==> src/rtl/hto_pkg.sv <==
package hto_pkg;

    localparam int NUM_CH  = 2;
    localparam int CH_ADDR = 0;
    localparam int CH_DATA = 1;

    typedef enum logic {
        HS_IDLE = 1'b0,
        HS_WAIT = 1'b1
    } hs_state_e;

endpackage

==> src/rtl/hto_sync.sv <==
// Flop chain used both as a synchroniser for the slave lines and as an
// equal-length alignment delay for the master lines.
module hto_sync #(
    parameter int W      = 1,
    parameter int STAGES = 2
) (
    input  logic         clk,
    input  logic         rst_n,
    input  logic [W-1:0] din_i,
    output logic [W-1:0] dout_o
);

    localparam int BITS = W * STAGES;

    logic [STAGES-1:0][W-1:0] chain_d, chain_q;

    always_comb begin
        chain_d = BITS'({chain_q, din_i});
    end

    always_ff @(posedge clk or negedge rst_n) begin
        if (!rst_n) begin
            chain_q <= '0;
        end else begin
            chain_q <= chain_d;
        end
    end

    assign dout_o = chain_q[STAGES-1];

endmodule

==> src/rtl/hto_resp_timer.sv <==
// One channel: opens a window on every master edge and closes it when the
// slave level matches. Fires once if the window runs out.
module hto_resp_timer
    import hto_pkg::*;
#(
    parameter int LIMIT = 300
) (
    input  logic clk,
    input  logic rst_n,
    input  logic mst_i,
    input  logic slv_i,
    output logic start_o,
    output logic busy_o,
    output logic fire_o
);

    localparam int CW = (LIMIT > 2) ? $clog2(LIMIT) : 1;
    localparam logic [CW-1:0] LAST = CW'(LIMIT - 1);

    typedef struct packed {
        hs_state_e       st;
        logic            lvl;
        logic [CW-1:0]   cnt;
    } tmr_t;

    tmr_t tmr_d, tmr_q;
    logic start_c, fire_c;

    always_comb begin
        tmr_d   = tmr_q;
        start_c = (mst_i != tmr_q.lvl);
        fire_c  = 1'b0;
        if (start_c) begin
            tmr_d.lvl = mst_i;
            tmr_d.st  = HS_WAIT;
            tmr_d.cnt = '0;
        end else if (tmr_q.st == HS_WAIT) begin
            if (slv_i == tmr_q.lvl) begin
                tmr_d.st = HS_IDLE;
            end else if (tmr_q.cnt == LAST) begin
                fire_c   = 1'b1;
                tmr_d.st = HS_IDLE;
            end else begin
                tmr_d.cnt = tmr_q.cnt + 1'b1;
            end
        end
    end

    always_ff @(posedge clk or negedge rst_n) begin
        if (!rst_n) begin
            tmr_q <= '{st: HS_IDLE, lvl: 1'b0, cnt: '0};
        end else begin
            tmr_q <= tmr_d;
        end
    end

    assign start_o = start_c;
    assign fire_o  = fire_c;
    assign busy_o  = (tmr_q.st == HS_WAIT);

endmodule

==> src/rtl/hto_dk_qual.sv <==
// Delays the synchronised data acknowledge and captures status on the
// delayed edge.
module hto_dk_qual #(
    parameter int DLY = 4,
    parameter int SSW = 3
) (
    input  logic           clk,
    input  logic           rst_n,
    input  logic           dk_s_i,
    input  logic [SSW-1:0] ss_s_i,
    output logic           dk_qual_o,
    output logic [SSW-1:0] ss_cap_o
);

    typedef struct packed {
        logic [DLY-1:0] line;
        logic [SSW-1:0] cap;
    } dq_t;

    dq_t dq_d, dq_q;

    always_comb begin
        dq_d      = dq_q;
        dq_d.line = DLY'({dq_q.line, dk_s_i});
        if (dq_d.line[DLY-1] != dq_q.line[DLY-1]) begin
            dq_d.cap = ss_s_i;
        end
    end

    always_ff @(posedge clk or negedge rst_n) begin
        if (!rst_n) begin
            dq_q <= '0;
        end else begin
            dq_q <= dq_d;
        end
    end

    assign dk_qual_o = dq_q.line[DLY-1];
    assign ss_cap_o  = dq_q.cap;

endmodule

==> src/rtl/hs_timeout_mon.sv <==
module hs_timeout_mon
    import hto_pkg::*;
#(
    parameter int TMO_LIMIT   = 300,
    parameter int DK_DELAY    = 4,
    parameter int SYNC_STAGES = 2,
    parameter int SS_W        = 3
) (
    input  logic            clk,
    input  logic            rst_n,
    input  logic            as_i,
    input  logic            ds_i,
    input  logic            ak_i,
    input  logic            dk_i,
    input  logic [SS_W-1:0] ss_i,
    input  logic            tmo_clr_i,
    output logic            dk_qual_o,
    output logic [SS_W-1:0] ss_cap_o,
    output logic [1:0]      tmo_err_o
);

    localparam int SLV_W = NUM_CH + SS_W;

    logic [SLV_W-1:0]  slv_s;
    logic [NUM_CH-1:0] mst_al;
    logic [NUM_CH-1:0] tmr_start, tmr_busy, tmr_fire;
    logic [NUM_CH-1:0] err_d, err_q;

    hto_sync #(.W(SLV_W), .STAGES(SYNC_STAGES)) u_sync_slv (
        .clk    (clk),
        .rst_n  (rst_n),
        .din_i  ({ss_i, dk_i, ak_i}),
        .dout_o (slv_s)
    );

    hto_sync #(.W(NUM_CH), .STAGES(SYNC_STAGES)) u_align_mst (
        .clk    (clk),
        .rst_n  (rst_n),
        .din_i  ({ds_i, as_i}),
        .dout_o (mst_al)
    );

    for (genvar c = 0; c < NUM_CH; c++) begin : g_ch
        hto_resp_timer #(.LIMIT(TMO_LIMIT)) u_tmr (
            .clk     (clk),
            .rst_n   (rst_n),
            .mst_i   (mst_al[c]),
            .slv_i   (slv_s[c]),
            .start_o (tmr_start[c]),
            .busy_o  (tmr_busy[c]),
            .fire_o  (tmr_fire[c])
        );
    end

    hto_dk_qual #(.DLY(DK_DELAY), .SSW(SS_W)) u_dkq (
        .clk       (clk),
        .rst_n     (rst_n),
        .dk_s_i    (slv_s[CH_DATA]),
        .ss_s_i    (slv_s[SLV_W-1:NUM_CH]),
        .dk_qual_o (dk_qual_o),
        .ss_cap_o  (ss_cap_o)
    );

    // Sticky error: a fresh timeout wins over a clear on the same edge.
    always_comb begin
        err_d = tmr_fire | (err_q & {NUM_CH{~tmo_clr_i}});
    end

    always_ff @(posedge clk or negedge rst_n) begin
        if (!rst_n) begin
            err_q <= '0;
        end else begin
            err_q <= err_d;
        end
    end

    assign tmo_err_o = err_q;

endmodule

==> config.mk <==
export PLATFORM = sky130hd
export DESIGN_NAME = hs_timeout_mon
export DESIGN_NICKNAME = d
export VERILOG_FILES = /design/src/rtl/hto_pkg.sv /design/src/rtl/hto_sync.sv /design/src/rtl/hto_resp_timer.sv /design/src/rtl/hto_dk_qual.sv /design/src/rtl/hs_timeout_mon.sv
export SDC_FILE = /design/constraint.sdc
export NUM_CORES = 1
export LEC_CHECK = 0
export BUFFER_PORTS_ARGS = -buffer_cell sky130_fd_sc_hd__buf_4
export CORE_UTILIZATION = 30
export CTS_BUF_LIST = sky130_fd_sc_hd__clkbuf_2
export DETAILED_ROUTE_END_ITERATION = 6
export PLACE_DENSITY_LB_ADDON = 0.05
export SYNTH_ARGS = -nofsm -noshare
export SYNTH_HDL_FRONTEND = slang
export SYNTH_SLANG_ARGS = --single-unit
==> constraint.sdc <==
create_clock -name clk -period 4 [get_ports clk]
set_input_delay 0.2 -clock clk [delete_from_list [all_inputs] [get_ports clk]]
set_output_delay 0.2 -clock clk [all_outputs]
set_load 0.01 [all_outputs]
==> results.toml <==
[outcome]
status = "finished, final reports clean"

[sta]
setup_viol_count_final = 0
period_minus_slack_ps = 1809
fin_crit_sh_pct = 45.23
tightest_slew_ps = 1011
holdWs_ps = 274.8
grt_setup_unrepaired = "false"
max_freq_mhz = 552.7
tns_ps = 0
slew_headroom_pct = 32.10
hold_viol = 0
slew_viol_final = 0
finalClockSkew_ps = 16.55

[placement]
placedCellCount = 230
gp_congestion = 0.7874
hpwlAfterDp_um = 2057
port_buffers = 15

[pwr]
p_clk_share_pct = 25.7
power_switching_uw = 215.9
ir_worst_vdd_v = 0.0002037
p_per_area_mw_per_mm2 = 367.1
pwr-share-seq_pct = 63.6
p_leak_nw = 0.8742
p_comb_share_pct = 10.7
p_int_uw = 564.8
p_sw_share_pct = 27.65

[setup_path]
critical_path_arrival_ps = 2110
path_delay_family = "XOR/XNOR gates"
crit_path_end_kind = "flip-flop"
critPathBufInv = 0
critPathKind = "reg2reg"
cp.depth = 3
worstSetupStartpoint = "g_ch[1].u_tmr.tmr_q[9]"
crit_path_cell_trace = "xnor2_1 -> a211oi_1 -> nand2b_1"
start_kind = "flip-flop"
reg2reg_depth = 3
cp_slowest_stage_delay_ps = 820
worstReg2RegEnd = "g_ch[1].u_tmr.busy_o"
cp_slowest_cell = "xnor2_1"
cp.required_ps = 4300
reg2reg_slack_ps = 2190
crit_end = "g_ch[1].u_tmr.busy_o"
r2r_start = "g_ch[1].u_tmr.tmr_q[9]"
crit_fanout = 15

[global_route]
overflow = 0
grt_pass1_wl_um = 5181
antenna_found_initial = 0
grt.total_usage_pct = 10.77
grt_pass1_vias = 1152
grt_max_degree = 46

[cts]
cts_resized = 0
cts_max_path_buffers = 2
htree_levels = 2
clock_latency_ps = 410
cts.reportedPaths.clkPinSlew_ps = 250
post_cts_buffers = 0
clockRootBuffer = "clkbuf_2"
hold_buffers = 9
tritoncts = "yes"
cts_num_sinks = 45
numCtsBuffers = 5

[floorplan]
coreArea_mm2 = 0.005642
io_pins = 16
die_area_mm2 = 0.006319
initial_core_util_pct = 31.94
rows = 27
die_w_um = 79.50
die_h_um = 79.50

[synth]
async_flop_share_pct = 100.0
synth_common_cells = "45 x dfrtp_1, 14 x nand2_1, 12 x a21oi_1"
yosysMostFrequentCell = "dfrtp_1"
yosysTopAreaCell = "dfrtp_1"
synth_area_mm2 = 0.001802
synthDistinctLibCells = 24
synth_area_leaders = "dfrtp_1 62%, a21oi_1 3.3%, mux2i_1 3.3%"
synth_edf_count = 0
yosys.area.top_type_share_pct = 62.50
yosys_warnings = 0
seq_area_frac_synth_pct = 62.50
avgSynthCellArea_um2 = 12.26
ys_seq_elements = 45
synth_ff_type = "dfrtp_1"
syn-num-nets = 159
postSynthCellCount = 147

[route]
initialDrtViolationCount = 42
dr.pass1.iters = 4
vias = 1221
route.detailed.drc = 0
routed_wirelength_um = 3042
ant_nets = 0
wl_per_cell_um = 12.32
viasPerCell = 4.943

[finish]
fill_cells = 559
layout-drive-gt1-share_pct = 15.43
instances_no_fill = 247
final_nets = 186
area_growth_pct = 18.06
antenna_cells = 0

[worst_hold_path]
hp-class = "in2async"

[run]
maxCapViolCount = 0
==> logic make-up after synthesis <==
| kind of cell | Yosys count | synth area share (%) |
|---|---|---|
| and+or+nand+nor | 46 | 15.28 |
| buffers and inverters | 8 | 1.805 |
| adders and majority gates | 2 | 1.389 |
| muxes | 9 | 5.208 |
| AOI/OAI and AO/OA | 30 | 10.42 |
| DFF | 45 | 62.50 |
| xor gates and xnor gates | 7 | 3.403 |
==> power groups by stage <==
stage / combinational [mW] / sequential, mW / clock [mW]
6_report: 0.0837 / 0.497 / 0.200
5_1_grt: 0.0950 / 0.501 / 0.228
4_1_cts: 0.0861 / 0.497 / 0.214
3_5_place_dp: 0.0793 / 0.505 / 0
3_3_place_gp: 0.0769 / 0.505 / 0
2_1_floorplan: 0.0447 / 0.503 / 0
==> state kept, by name (all words and copies together), names as in the netlist, 3 cells and up <==
register and count:
u_dkq.ss_cap_o 3, g_ch.u_tmr.tmr_q 20, u_dkq.dq_d 3, u_sync_slv.chain_d 5, u_sync_slv.dout_o 5
==> cell usage in the layout, fill, tap and decap left out, types with 2 or more instances in the layout <==
master / count
o32ai_1: 2
or4_1: 8
buf_4: 15
a211oi_1: 4
or3_1: 4
nand2b_1: 6
mux2_2: 3
xnor2_1: 4
xor2_1: 3
nand3_1: 2
ha_1: 2
nand2_1: 14
o21ai_0: 4
dfrtp_1: 45
nand4_1: 8
a21oi_1: 12
o31ai_1: 8
inv_1: 4
dlygate4sd3_1: 9
clkbuf_2: 5
mux2i_1: 6
==> per-layer routing <==
layer  GRT usage [%]  vias up  part of all wire [%]
li1                -      599                     -
met1           13.48      597                    47
met2           16.84       18                    47
met3           3.429        7                   3.5
met4           4.909        0                   1.8
met5               0        -                     0
==> stage by stage <==
stage / util (%) / total power [mW] / instance area, um2 / worst slack (ps)
detailed placement: 35.22 / 0.5846 / 1987 / 2201
CTS: 37.70 / 0.7972 / 2127 / 2218
global placement: 35.22 / 0.5815 / 1987 / 2258
finish: 37.70 / 0.7807 / 2127 / 2191
floorplan: - / 0.5481 / 1802 / 2502
global route: 37.70 / 0.8247 / 2127 / 2025
==> layout make-up <==
type                    instances  area, um2  area share, %
repair buffers                 24      202.7          9.529
well taps                      72      90.09          4.235
flip-flops and latches         45       1126          52.94
clock buffers                   5      25.02          1.176
clock inverters                 3      25.02          1.176
inverters                       4      15.01         0.7059
multi-input cells              94      643.1          30.24
==> how the worst min path moves through the flow <==
stage | start | end | slack, ps | depth (start not counted)
6_report | rst_n | u_dkq.ss_cap_o[0] | 270 | 2
5_1_grt | rst_n | g_ch[0].u_tmr.busy_o | 290 | 2
4_1_cts | rst_n | u_dkq.ss_cap_o[0] | 270 | 2
3_5_place_dp | rst_n | g_ch[0].u_tmr.tmr_q[5] | 240 | 1
3_3_place_gp | rst_n | g_ch[0].u_tmr.tmr_q[5] | 230 | 1
2_1_floorplan | rst_n | g_ch[0].u_tmr.busy_o | -100 | 0
(Power assumes the default switching activity.)
